===== config.mk =====
export PLATFORM = sky130hd
export DESIGN_NAME = qbaud_tick_gen
export DESIGN_NICKNAME = d
export VERILOG_FILES = /design/src/rtl/qbaud_pkg.sv /design/src/rtl/qbaud_decode.sv /design/src/rtl/qbaud_frac_accum.sv /design/src/rtl/qbaud_counter.sv /design/src/rtl/qbaud_tick_gen.sv
export SDC_FILE = /design/constraint.sdc
export NUM_CORES = 1
export LEC_CHECK = 0
export BUFFER_PORTS_ARGS = -buffer_cell sky130_fd_sc_hd__buf_2
export CORE_AREA = 8 8 79 81
export DETAILED_ROUTE_END_ITERATION = 8
export DIE_AREA = 0 0 87 89
export HOLD_SLACK_MARGIN = 0.1
export PLACE_DENSITY = 0.75
export SYNTH_ARGS = -nofsm -noshare
export SYNTH_HDL_FRONTEND = slang
export SYNTH_HIERARCHICAL = 1
export SYNTH_SLANG_ARGS = --single-unit

===== constraint.sdc =====
create_clock -name clk -period 2.9 [get_ports clk]
set_clock_uncertainty 0.15 [all_clocks]
set_input_delay 0.58 -clock clk [delete_from_list [all_inputs] [get_ports clk]]
set_output_delay 0.58 -clock clk [all_outputs]
set_load 0.005 [all_outputs]

===== src/rtl/qbaud_pkg.sv =====
package qbaud_pkg;

   // Width of the integer part of the tick period, in whole clocks.
   function automatic int whole_width(input int field_w, input int frac_bits);
      return field_w + 1 - frac_bits;
   endfunction

   // Width used for the fraction (never zero, so that ports stay legal).
   function automatic int frac_width(input int frac_bits);
      return (frac_bits > 0) ? frac_bits : 1;
   endfunction

endpackage


===== src/rtl/qbaud_decode.sv =====
module qbaud_decode
   import qbaud_pkg::*;
#(
   parameter int FRAC_LSB  = 6,
   parameter int FIELD_W   = 15,
   parameter int FRAC_BITS = 2,
   localparam int DIV_W    = FRAC_LSB + FIELD_W,
   localparam int WHOLE_W  = whole_width(FIELD_W, FRAC_BITS),
   localparam int FRAC_W   = frac_width(FRAC_BITS)
) (
   input  logic [DIV_W-1:0]   div_i,
   output logic [FIELD_W-1:0] field_o,
   output logic [WHOLE_W-1:0] whole_o,
   output logic [FRAC_W-1:0]  frac_o
);

   localparam int Q_W = FIELD_W + 1;

   logic [Q_W-1:0] quarters;

   assign field_o  = div_i[DIV_W-1:FRAC_LSB];
   // Implied offset of one whole clock expressed in fractional units.
   assign quarters = {1'b0, field_o} + Q_W'(1 << FRAC_BITS);
   assign whole_o  = quarters[Q_W-1:FRAC_BITS];

   generate
      if (FRAC_BITS > 0) begin : g_frac
         assign frac_o = quarters[FRAC_W-1:0];
      end else begin : g_nofrac
         assign frac_o = '0;
      end

      if (FRAC_LSB > 0) begin : g_low
         logic unused_low;
         assign unused_low = ^div_i[FRAC_LSB-1:0];
      end
   endgenerate

endmodule


===== src/rtl/qbaud_frac_accum.sv =====
module qbaud_frac_accum
   import qbaud_pkg::*;
#(
   parameter int FRAC_BITS = 2,
   localparam int FRAC_W   = frac_width(FRAC_BITS)
) (
   input  logic              clk,
   input  logic              rst_n,
   input  logic              clear_i,
   input  logic              step_i,
   input  logic [FRAC_W-1:0] frac_i,
   output logic              stretch_o
);

   generate
      if (FRAC_BITS > 0) begin : g_acc
         logic [FRAC_W-1:0] acc;
         logic [FRAC_W:0]   sum;

         assign sum       = {1'b0, acc} + {1'b0, frac_i};
         assign stretch_o = sum[FRAC_W];

         always_ff @(posedge clk or negedge rst_n) begin
            if (!rst_n) begin
               acc <= '0;
            end else if (clear_i) begin
               acc <= '0;
            end else if (step_i) begin
               acc <= sum[FRAC_W-1:0];
            end
         end
      end else begin : g_noacc
         logic unused_in;
         assign unused_in = clk ^ rst_n ^ clear_i ^ step_i ^ frac_i[0];
         assign stretch_o = 1'b0;
      end
   endgenerate

endmodule


===== src/rtl/qbaud_counter.sv =====
module qbaud_counter #(
   parameter int WHOLE_W = 14
) (
   input  logic               clk,
   input  logic               rst_n,
   input  logic               load_i,
   input  logic               step_i,
   input  logic               stretch_i,
   input  logic [WHOLE_W-1:0] whole_i,
   output logic               zero_o
);

   logic [WHOLE_W-1:0] cnt;
   logic [WHOLE_W-1:0] base;

   assign base   = whole_i - WHOLE_W'(1);
   assign zero_o = (cnt == '0);

   always_ff @(posedge clk or negedge rst_n) begin
      if (!rst_n) begin
         cnt <= '0;
      end else if (load_i) begin
         cnt <= base;
      end else if (step_i) begin
         cnt <= base + WHOLE_W'(stretch_i);
      end else begin
         cnt <= cnt - WHOLE_W'(1);
      end
   end

endmodule


===== src/rtl/qbaud_tick_gen.sv =====
module qbaud_tick_gen
   import qbaud_pkg::*;
#(
   parameter int FRAC_LSB  = 6,
   parameter int FIELD_W   = 15,
   parameter int FRAC_BITS = 2,
   localparam int DIV_W    = FRAC_LSB + FIELD_W
) (
   input  logic             clk,
   input  logic             rst_n,
   input  logic [DIV_W-1:0] div_i,
   output logic             tick_o
);

   localparam int WHOLE_W = whole_width(FIELD_W, FRAC_BITS);
   localparam int FRAC_W  = frac_width(FRAC_BITS);

   generate
      if (FRAC_BITS < 0 || FRAC_BITS > 4) begin : g_bad_frac
         $error("qbaud_tick_gen: FRAC_BITS must lie in 0..4");
      end
      if (FIELD_W <= FRAC_BITS) begin : g_bad_field
         $error("qbaud_tick_gen: FIELD_W must exceed FRAC_BITS");
      end
      if (FRAC_LSB < 0) begin : g_bad_lsb
         $error("qbaud_tick_gen: FRAC_LSB must not be negative");
      end
   endgenerate

   logic [FIELD_W-1:0] field;
   logic [FIELD_W-1:0] field_q;
   logic [WHOLE_W-1:0] whole;
   logic [FRAC_W-1:0]  frac;
   logic               running;
   logic               changed;
   logic               restart;
   logic               zero;
   logic               stretch;

   qbaud_decode #(
      .FRAC_LSB (FRAC_LSB),
      .FIELD_W  (FIELD_W),
      .FRAC_BITS(FRAC_BITS)
   ) u_decode (
      .div_i  (div_i),
      .field_o(field),
      .whole_o(whole),
      .frac_o (frac)
   );

   always_ff @(posedge clk or negedge rst_n) begin
      if (!rst_n) begin
         running <= 1'b0;
         field_q <= '0;
      end else begin
         running <= 1'b1;
         field_q <= field;
      end
   end

   assign changed = (field != field_q);
   assign restart = !running || changed;
   assign tick_o  = running && zero && !changed;

   qbaud_frac_accum #(
      .FRAC_BITS(FRAC_BITS)
   ) u_accum (
      .clk      (clk),
      .rst_n    (rst_n),
      .clear_i  (restart),
      .step_i   (tick_o),
      .frac_i   (frac),
      .stretch_o(stretch)
   );

   qbaud_counter #(
      .WHOLE_W(WHOLE_W)
   ) u_counter (
      .clk      (clk),
      .rst_n    (rst_n),
      .load_i   (restart),
      .step_i   (tick_o),
      .stretch_i(stretch),
      .whole_i  (whole),
      .zero_o   (zero)
   );

endmodule


==> flow_metrics.py, run 1 <==
metrics = {
    "setup_path": {
        "critPathLaunchType": "input port",
        "arrival_ns": 2.92,
        "crit_start": "div_i[8]",
        "cpLargestDelayFamily": "simple AND/OR/NAND/NOR gates",
        "r2r_slack_ns": 0.19,
        "crit_chain": "clkbuf_4 -> ha_4 -> xor2_1 -> or4_4 -> or3_1 -> or3_4 -> a221oi_4 -> nand3_1 -> nor3b_2",
        "path_class": "input port to register",
        "r2r_cells": 11,
        "cpPeakStageDelay_ns": 0.53,
        "r2r-end": "u_counter/cnt[8]",
        "cp_slowest_cell": "or4_4",
        "critPathBufInv": 1,
        "endpoint": "u_counter/cnt[13]",
        "reg2reg_from": "u_accum/g_acc.acc[0]",
        "critPathMaxFanout": 5,
        "endpoint_kind": "register",
        "path_depth": 9,
        "crit_required_ns": 2.93,
    },
    "pwr": {
        "power_frac_seq_pct": 39.0,
        "p_switching_mw": 0.3452,
        "intPower_mw": 0.9192,
        "ir_worst_vdd_mv": 0.2501,
        "switching_share_pct": 27.30,
        "power_density_mw_per_mm2": 369.7,
        "finalPower_mw": 1.264,
        "clockPowerShare_pct": 37.5,
        "p_leak_nw": 1.469,
        "comb_power_share_pct": 23.4,
    },
    "logic_synthesis": {
        "ys_seq_area_share_pct": 30.27,
        "synth.largest_area_cell": "dfrtp_1",
        "synth_ff_type": "dfrtp_1",
        "synth_top_area_share_pct": 30.27,
        "synth_common_cells": "dfrtp_1 (32), nor2_1 (32), xnor2_1 (30)",
        "synth_seq_cells": 32,
        "synth_cells": 306,
        "avgSynthCellArea_sq_um": 8.644,
        "yosysWarnings": 6,
        "synthArstFlopShare_pct": 100.0,
        "synth_edf_count": 0,
        "ys_types": 57,
        "synth_fp_nets": 336,
        "netlist_area_sq_mm": 0.002645,
        "synth_area_leaders": "dfrtp_1 (30%), xnor2_1 (9.9%), xor2_1 (6.3%), buf_4 (4.8%), nor2_1 (4.5%)",
    },
    "layout": {
        "post-route-util_pct": 68.70,
        "fill_cells": 397,
        "finish.net_count": 404,
        "seqCellArea_sq_um": 800.8,
        "n_antenna_cell": 0,
        "multiInputGateArea_sq_mm": 0.001710,
        "drive_gt1_share_pct": 35.47,
        "synthToLayoutAreaGrowth_pct": 29.28,
    },
    "routing": {
        "routed_wl_microns": 6771,
        "first_iter_violations": 177,
        "avgRoutedWirePerCell_microns": 15.22,
        "drc": 0,
        "drt-vias-per-instance": 5.499,
        "dr.pass1.iters": 4,
        "ant_nets": 0,
        "vias": 2447,
    },
    "floorplanning": {
        "std_cell_rows": 26,
        "die_height_microns": 89,
        "start_util_pct": 53.14,
        "core_area_sq_mm": 0.004977,
        "dieArea_sq_mm": 0.007743,
        "die_x_microns": 87,
        "boundaryPins": 24,
    },
    "global_routing": {
        "antenna_found_initial": 0,
        "grt_pass1_vias": 2436,
        "grt_pass1_wl_microns": 10940,
        "grt_start_max_net_pins": 33,
        "overflow": 0,
        "grtUsageTotal_pct": 18.14,
    },
    "clock_tree": {
        "cts.root.buffer_cell": "clkbuf_8",
        "numCtsBuffers": 5,
        "clk_pin_slew_ns": 0.07,
        "cts.sinks": 32,
        "cts.htree.levels": 2,
        "cts_max_path_buffers": 2,
        "clock_latency_ns": 0.29,
        "cts_tree": "yes",
    },
    "place": {
        "gp_congestion": 0.8652,
        "port_buffers": 17,
        "place.detailed.hpwl_microns": 5108,
        "pre_cts_ws_ns": -0.2325,
    },
    "sta": {
        "finalSetupViolCount": 0,
        "rsz0062_at_grt": "true",
        "post-route-min-period_ns": 2.891,
        "setup_slack_ns": 0.009288,
        "hold_violations": 0,
        "period_share_pct": 99.68,
        "maxSlewViolCount": 0,
        "fmax_mhz": 345.9,
        "relSlewSlack_pct": 50.57,
        "worst_slew_pin_slew_ns": 0.7415,
    },
    "status": {
        "outcome": "finished, final reports clean",
    },
    "flow_run": {
        "cap_violations": 0,
    },
    "hold_path": {
        "hold_path_class": "input port to async pin",
    },
}
[registers in the layout, summed over array words and instances (netlist names)]
name,count
field_q,15
running,1
u_counter/cnt,14
u_accum/g_acc.acc,2
[layout make-up]
cell class | instances | share of cell area, %
timing repair buffer | 89 | 18.44
tap | 70 | 2.561
clock inverter | 1 | 0.8782
sequential | 32 | 23.42
clock buffer | 7 | 2.817
multi-input combinational | 229 | 50.02
inverter | 17 | 1.866
[logic make-up after synthesis]
family	share of synthesized area, %
flops	30.27
other cells	0.1418
mux	2.034
xor+xnor	16.23
compound gates	11.68
fa+ha+maj	3.595
simple gates	26.68
buf+inv	9.366
[through the flow]
step / instance area (sq um) / std cells / TNS [ns] / hold slack [ns]
after floorplan: 2658 / 306 / -0.5960 / 0.1344
after global placement: 3164 / 434 / -1.321 / 0.3600
after detailed placement: 3164 / 434 / -1.767 / 0.3856
after CTS: 3296 / 442 / 0 / 0.2249
after global routing: 3420 / 445 / -0.1250 / 0.2532
final: 3420 / 445 / 0 / 0.1944
[cells in the final DEF (no fill, tap or decap), types with 4 or more instances in the layout]
| cell type | instances |
|---|---|
| buf_4 | 72 |
| dfrtp_1 | 32 |
| nor2_1 | 30 |
| xnor2_1 | 29 |
| nand2_1 | 20 |
| xor2_1 | 18 |
| inv_1 | 17 |
| buf_2 | 15 |
| nand3_1 | 13 |
| nand4_1 | 10 |
| nor3_1 | 9 |
| clkbuf_8 | 7 |
| a21oi_1 | 7 |
| ha_1 | 5 |
| and3_1 | 5 |
| nor4_1 | 4 |
[power groups by stage]
stage / Sequential [mW] / Clock (mW) / Combinational, mW
6_report: 0.494 / 0.474 / 0.296
5_1_grt: 0.497 / 0.500 / 0.325
3_5_place_dp: 0.502 / 0 / 0.282
2_1_floorplan: 0.498 / 0 / 0.175
4_1_cts: 0.494 / 0.484 / 0.284
3_3_place_gp: 0.500 / 0 / 0.272
[how the worst min path moves through the flow]
stage | slack [ns] | to | from | cells past startpoint
after floorplan | 0.13 | field_q[0] | rst_n | 0
after global placement | 0.36 | u_accum/g_acc.acc[0] | u_accum/g_acc.acc[0] | 2
after detailed placement | 0.39 | u_accum/g_acc.acc[0] | u_accum/g_acc.acc[0] | 2
after CTS | 0.22 | field_q[3] | rst_n | 1
after global routing | 0.25 | field_q[5] | rst_n | 1
final | 0.19 | field_q[5] | rst_n | 1
[layer usage]
metal / up-vias / GRT usage (%) / wire length, microns / share of wire, %
met2: 52 / 32.48 / 3443 / 51
li1: 1195 / - / - / -
met5: - / 0 / 0 / 0
met1: 1182 / 20.42 / 2908 / 43
met3: 18 / 3.401 / 251 / 3.7
met4: 0 / 8.451 / 168 / 2.5
[timing repair]
item	in CTS	in global routing
pin swaps	0	4
resized for setup	1	19
hold buffers	0	0
setup endpoints to repair	1	9
buffers inserted	0	3
endpoints found under the hold margin	0	0
Power figures use the tool's default switching activity.
==> run 2, diff against run 1 <==
--- a/config.mk
+++ b/config.mk
@@ -11,6 +11,7 @@
 export DIE_AREA = 0 0 87 89
 export HOLD_SLACK_MARGIN = 0.1
 export PLACE_DENSITY = 0.75
+export RECOVER_POWER = 100
 export SYNTH_ARGS = -nofsm -noshare
 export SYNTH_HDL_FRONTEND = slang
 export SYNTH_HIERARCHICAL = 1
==> constraint.sdc (replaced) <==
create_clock -name clk -period 2.5 [get_ports clk]
set_clock_uncertainty 0.15 [all_clocks]
set_input_delay 0.5 -clock clk [delete_from_list [all_inputs] [get_ports clk]]
set_output_delay 0.5 -clock clk [all_outputs]
set_load 0.005 [all_outputs]
==> run 2 against run 1 <==
The run now ends with capacitance limit, slew limit, setup timing left. Global-route usage rose by 3.4 points. Clock power up 19%. First-iteration DRC count rose by 14%. Final cell count rose by 4.7%. Sequential share of layout area down 3.5 points. Register-to-register slack lost 0.37 ns. Sequential power is 18% higher. Critical path depth rose by 6. Hold slack got worse by 0.0052 ns. Die area is the same. Utilization grew 12 points. Power grew 27%. Critical path type unchanged.
==> flow_metrics.py, run 2 (synthesized netlist as in run 1, its figures left out) <==
metrics = {
    "layout": {
        "top_regs": "field_q x15, u_counter/cnt x14, u_accum/g_acc.acc x2",
        "regMostFlops": "field_q",
        "final_common_cell": "buf_4",
        "post-route-util_pct": 80.87,
        "drive_gt1_share_pct": 47.98,
        "n_antenna_cell": 0,
        "finish.net_count": 425,
        "layout_common_cells": "buf_4 (80), dfrtp_1 (32), nor2_1 (25)",
        "synthToLayoutAreaGrowth_pct": 52.18,
        "largest_register_ffs": 15,
    },
    "setup_path": {
        "cpLargestDelayFamily": "XOR/XNOR gates",
        "cp_slowest_cell": "xnor2_1",
        "crit_required_ns": 2.58,
        "path_class": "input port to register",
        "cpPeakStageDelay_ns": 0.49,
        "critPathBufInv": 5,
        "endpoint_kind": "register",
        "critPathMaxFanout": 4,
        "cpMostUsedCell": "buf_4",
        "critPathLaunchType": "input port",
        "arrival_ns": 2.90,
        "crit_chain": "buf_8 -> ha_4 -> buf_4 -> nand3_4 -> nor2_1 -> xnor2_1 -> nor4_4 -> buf_4 -> buf_4 -> nand4_1 -> xor2_1 -> nor2_2 -> buf_4 -> a32oi_1 -> nor2b_1",
    },
    "sta": {
        "holdWs_ns": 0.1893,
        "fmax_mhz": 354.4,
        "finalSetupViolCount": 15,
        "hold_violations": 0,
        "period_share_pct": 112.9,
        "setup_tns_ns": -2.595,
        "relSlewSlack_pct": -19.43,
        "worst_slew_pin_slew_ns": 1.791,
        "rsz0062_at_grt": "true",
        "post-route-min-period_ns": 2.822,
        "setup_slack_ns": -0.3220,
        "maxSlewViolCount": 33,
    },
    "floorplanning": {
        "dieArea_sq_mm": 0.007743,
        "die_x_microns": 87,
        "core_area_sq_mm": 0.004977,
        "boundaryPins": 24,
        "start_util_pct": 53.14,
        "die_height_microns": 89,
        "std_cell_rows": 26,
    },
    "place": {
        "pre_cts_ws_ns": -0.6206,
        "gp_congestion": 0.8315,
        "place.detailed.hpwl_microns": 5149,
        "port_buffers": 17,
    },
    "global_routing": {
        "grtUsageTotal_pct": 21.53,
        "overflow": 0,
        "grt_pass1_wl_microns": 12880,
        "antenna_found_initial": 0,
        "grt_pass1_vias": 2741,
        "grt_start_max_net_pins": 33,
    },
    "pwr": {
        "intPower_mw": 1.126,
        "comb_power_share_pct": 28.6,
        "clockPowerShare_pct": 35.0,
        "finalPower_mw": 1.607,
        "power_frac_seq_pct": 36.4,
        "p_switching_mw": 0.4809,
        "power_density_mw_per_mm2": 399.2,
        "switching_share_pct": 29.93,
        "p_leak_nw": 1.666,
        "ir_worst_vdd_mv": 0.5046,
    },
    "clock_tree": {
        "clock_latency_ns": 0.30,
        "clk_pin_slew_ns": 0.08,
        "cts.htree.levels": 2,
        "cts.sinks": 32,
        "cts_tree": "yes",
        "numCtsBuffers": 5,
        "cts.root.buffer_cell": "clkbuf_8",
        "cts_max_path_buffers": 2,
    },
    "routing": {
        "avgRoutedWirePerCell_microns": 20.30,
        "vias": 2863,
        "dr.pass1.iters": 5,
        "drc": 0,
        "routed_wl_microns": 9459,
        "drt-vias-per-instance": 6.144,
        "first_iter_violations": 202,
        "ant_nets": 0,
    },
    "hold_path": {
        "hold_path_class": "input port to register",
    },
    "status": {
        "outcome": "finished with violations",
        "violations": "capacitance limit, slew limit, setup timing",
    },
    "flow_run": {
        "cap_violations": 1,
    },
}
run 2: cell count changes in the layout (fill, tap and decap cells not counted), moves of 5 or more:
cell	delta
buf_2	-11
buf_6	+11
xnor2_2	+9
nor2_1	-5
xnor2_1	-12
buf_4	+8
clkbuf_1	+11
run 2: path summary, 6_finish.rpt:
path,from,to,slack (ns),cells after the start
max,div_i[8],u_counter/cnt[11],-0.32,15
min,div_i[12],field_q[6],0.19,1
max reg2reg,u_accum/g_acc.acc[0],u_counter/cnt[8],-0.18,11
min reg2reg,u_accum/g_acc.acc[0],u_accum/g_acc.acc[0],0.42,2
max in group asynchronous,rst_n,u_counter/cnt[3],0.63,1
min in group asynchronous,rst_n,field_q[4],0.52,1
run 2: layer usage:
layer | GRT usage, % | vias to the layer above | share of wire (%)
met5 | 0 | - | 0
met4 | 9.077 | 0 | 6.9
met3 | 4.228 | 69 | 6.8
met2 | 39.56 | 174 | 50
met1 | 23.67 | 1372 | 36
li1 | - | 1248 | -
run 2: area by class of cell:
| cell class | count | area (sq um) |
|---|---|---|
| clock inverters | 1 | 30.03 |
| inverters | 17 | 63.81 |
| fillers | 294 | 952.2 |
| clock buffers | 7 | 96.34 |
| multi-input cells | 229 | 2106 |
| well taps | 70 | 87.58 |
| repair buffers | 110 | 840.8 |
| flip-flops and latches | 32 | 800.8 |
run 2: power by group through the flow:
stage	sequential [mW]	clock (mW)	combinational [mW]
6_report	0.585	0.562	0.459
5_1_grt	0.589	0.598	0.491
4_1_cts	0.576	0.564	0.385
3_5_place_dp	0.583	0	0.343
3_3_place_gp	0.582	0	0.333
2_1_floorplan	0.579	0	0.208
run 2: timing repair:
item                                    in CTS  in global routing
pin swaps                                   20                 26
hold buffers                                 0                  0
endpoints found under the setup margin      11                 15
resized for setup                           47                 55
setup buffers                                4                 13
run 2: through the flow:
stage,area [sq um],std cells
after floorplan,2704,306
after global placement,3259,441
after detailed placement,3259,441
after CTS,3666,453
after global routing,4025,466
final,4025,466
==> run 3, diff against run 2 <==
--- a/config.mk
+++ b/config.mk
@@ -5,12 +5,12 @@
 export SDC_FILE = /design/constraint.sdc
 export NUM_CORES = 1
 export LEC_CHECK = 0
-export BUFFER_PORTS_ARGS = -buffer_cell sky130_fd_sc_hd__buf_2
-export CORE_AREA = 8 8 79 81
+export BUFFER_PORTS_ARGS = -buffer_cell sky130_fd_sc_hd__buf_4
+export CORE_AREA = 8 8 86 88
 export DETAILED_ROUTE_END_ITERATION = 8
-export DIE_AREA = 0 0 87 89
+export DIE_AREA = 0 0 94 96
 export HOLD_SLACK_MARGIN = 0.1
-export PLACE_DENSITY = 0.75
+export MAX_ROUTING_LAYER = met4
 export RECOVER_POWER = 100
 export SYNTH_ARGS = -nofsm -noshare
 export SYNTH_HDL_FRONTEND = slang
==> run 3 against run 2 <==
The flow finishes with violations (setup timing). Count of clock-buffer cells in the layout is the same. Via count down 13%. Non-clock buffer count decreased by 8. Critical path depth is 6 lower. Sequential share of layout area increased by 1.1 points. Combinational power is 14% lower. Worst setup slack better by 0.11 ns. Flip-flop and latch count stayed put. Critical endpoint is now u_counter/cnt[13]. Largest cell class unchanged.
==> flow_metrics.py, run 3 (synthesized netlist as in run 1, its figures left out) <==
metrics = {
    "sta": {
        "finalSetupViolCount": 9,
        "period_share_pct": 108.3,
        "maxSlewViolCount": 0,
        "post-route-min-period_ns": 2.708,
        "hold_violations": 0,
        "fmax_mhz": 369.3,
        "rsz0062_at_grt": "true",
        "setup_slack_ns": -0.2077,
    },
    "setup_path": {
        "cp_slowest_cell": "or4_4",
        "reg2reg_from": "u_accum/g_acc.acc[0]",
        "crit_chain": "buf_8 -> ha_4 -> xor2_2 -> or4_4 -> or3_1 -> or3_4 -> a221oi_4 -> nand3_1 -> nor3b_2",
        "crit_start": "div_i[8]",
        "critPathMaxFanout": 4,
        "endpoint_kind": "register",
        "cpPeakStageDelay_ns": 0.51,
        "critPathLaunchType": "input port",
        "path_class": "input port to register",
        "crit_required_ns": 2.53,
        "r2r_cells": 11,
        "arrival_ns": 2.74,
    },
    "layout": {
        "synthToLayoutAreaGrowth_pct": 43.95,
        "n_antenna_cell": 0,
        "multiInputGateArea_sq_mm": 0.001944,
        "finish.net_count": 417,
        "top_regs": "field_q x15, u_counter/cnt x14, u_accum/g_acc.acc x2",
        "fill_cells": 541,
        "final_common_cell": "buf_4",
        "layout_common_cells": "buf_4 (86), dfrtp_1 (32), nor2_1 (27)",
        "drive_gt1_share_pct": 43.81,
        "largest_register_ffs": 15,
        "seqCellArea_sq_um": 800.8,
        "regMostFlops": "field_q",
        "post-route-util_pct": 62.46,
    },
    "routing": {
        "vias": 2488,
        "drc": 0,
        "ant_nets": 0,
        "routed_wl_microns": 6891,
        "avgRoutedWirePerCell_microns": 14.82,
        "dr.pass1.iters": 6,
        "first_iter_violations": 126,
        "drt-vias-per-instance": 5.351,
    },
    "global_routing": {
        "grt_pass1_vias": 2498,
        "grt_pass1_wl_microns": 11540,
        "antenna_found_initial": 0,
        "overflow": 0,
        "grtUsageTotal_pct": 16.54,
        "grt_start_max_net_pins": 33,
    },
    "hold_path": {
        "holdPathStages": 1,
        "hold_path_class": "input port to register",
        "min_from": "div_i[16]",
    },
    "clock_tree": {
        "cts_max_path_buffers": 2,
        "cts.htree.levels": 2,
        "cts.root.buffer_cell": "clkbuf_8",
        "numCtsBuffers": 5,
        "clk_pin_slew_ns": 0.07,
        "cts.sinks": 32,
        "cts_tree": "yes",
        "clock_latency_ns": 0.29,
    },
    "pwr": {
        "p_leak_nw": 1.567,
        "finalPower_mw": 1.526,
        "power_density_mw_per_mm2": 400.8,
        "ir_worst_vdd_mv": 0.2222,
    },
    "floorplanning": {
        "std_cell_rows": 29,
        "core_area_sq_mm": 0.006096,
        "die_height_microns": 96,
        "die_x_microns": 94,
        "dieArea_sq_mm": 0.009024,
        "start_util_pct": 43.39,
        "boundaryPins": 24,
    },
    "place": {
        "port_buffers": 17,
        "gp_congestion": 0.8098,
        "place.detailed.hpwl_microns": 5084,
    },
    "status": {
        "violations": "setup timing",
        "outcome": "finished with violations",
    },
    "flow_run": {
        "cap_violations": 0,
    },
}
==> run 3: what timing repair did <==
| item | in CTS | in global routing |
|---|---|---|
| endpoints found under the setup margin | 12 | 14 |
| pin swaps | 11 | 15 |
| resized for setup | 27 | 33 |
| buffers inserted | 3 | 4 |
| hold buffers | 1 | 0 |
| endpoints found under the hold margin | 32 | 0 |
==> run 3: worst max-delay path: cells and delay by family <==
family,cells,cell delay [ns]
AND/OR/NAND/NOR,5,1.48
AO/OA/AOI/OAI,1,0.31
XOR/XNOR,1,0.17
adder cells (fa/ha/maj),1,0.16
buffers and inverters,1,0.10
==> run 3: path summary, 6_finish.rpt <==
kind | end | slack [ns]
setup / recovery | u_counter/cnt[13] | -0.21
hold / removal | field_q[10] | 0.30
setup reg to reg | u_counter/cnt[8] | -0.08
hold reg to reg | u_accum/g_acc.acc[0] | 0.39
max in group asynchronous | u_counter/cnt[1] | 1.35
min in group asynchronous | u_counter/cnt[12] | 0.55
==> run 3: layer usage <==
metal	GRT usage, %	routed length (microns)	vias up	share of wire (%)
met2	27.07	3372	34	49
met4	4.359	99	0	1.4
li1	-	-	1221	-
met5	-	0	-	0
met3	2.964	214	10	3.1
met1	20.52	3205	1223	47
==> run 3: through the flow <==
step	setup WS, ns	area, sq um	TNS [ns]	hold slack (ns)	cells
5_1_grt	-0.2703	3807	-1.828	0.2821	465
4_1_cts	-0.1955	3630	-1.235	0.2152	462
3_5_place_dp	-0.5137	3326	-6.084	0.3238	450
6_report	-0.2077	3807	-0.9507	0.2979	465
2_1_floorplan	-0.4874	2704	-2.837	0.05441	306
3_3_place_gp	-0.4721	3326	-5.716	0.3184	450
==> run 3: layout make-up <==
class	instances	area share, %
Clock buffer	7	2.530
Clock inverter	1	0.7887
Inverter	17	1.676
Multi-Input combinational cell	229	51.07
Sequential cell	32	21.03
Tap cell	77	2.530
Timing Repair Buffer	102	20.37
==> run 3: power by group <==
part | switching [mW] | internal, mW
Sequential | 0.0263 | 0.549
Clock | 0.203 | 0.352
Combinational | 0.195 | 0.201
Total | 0.424 | 1.10
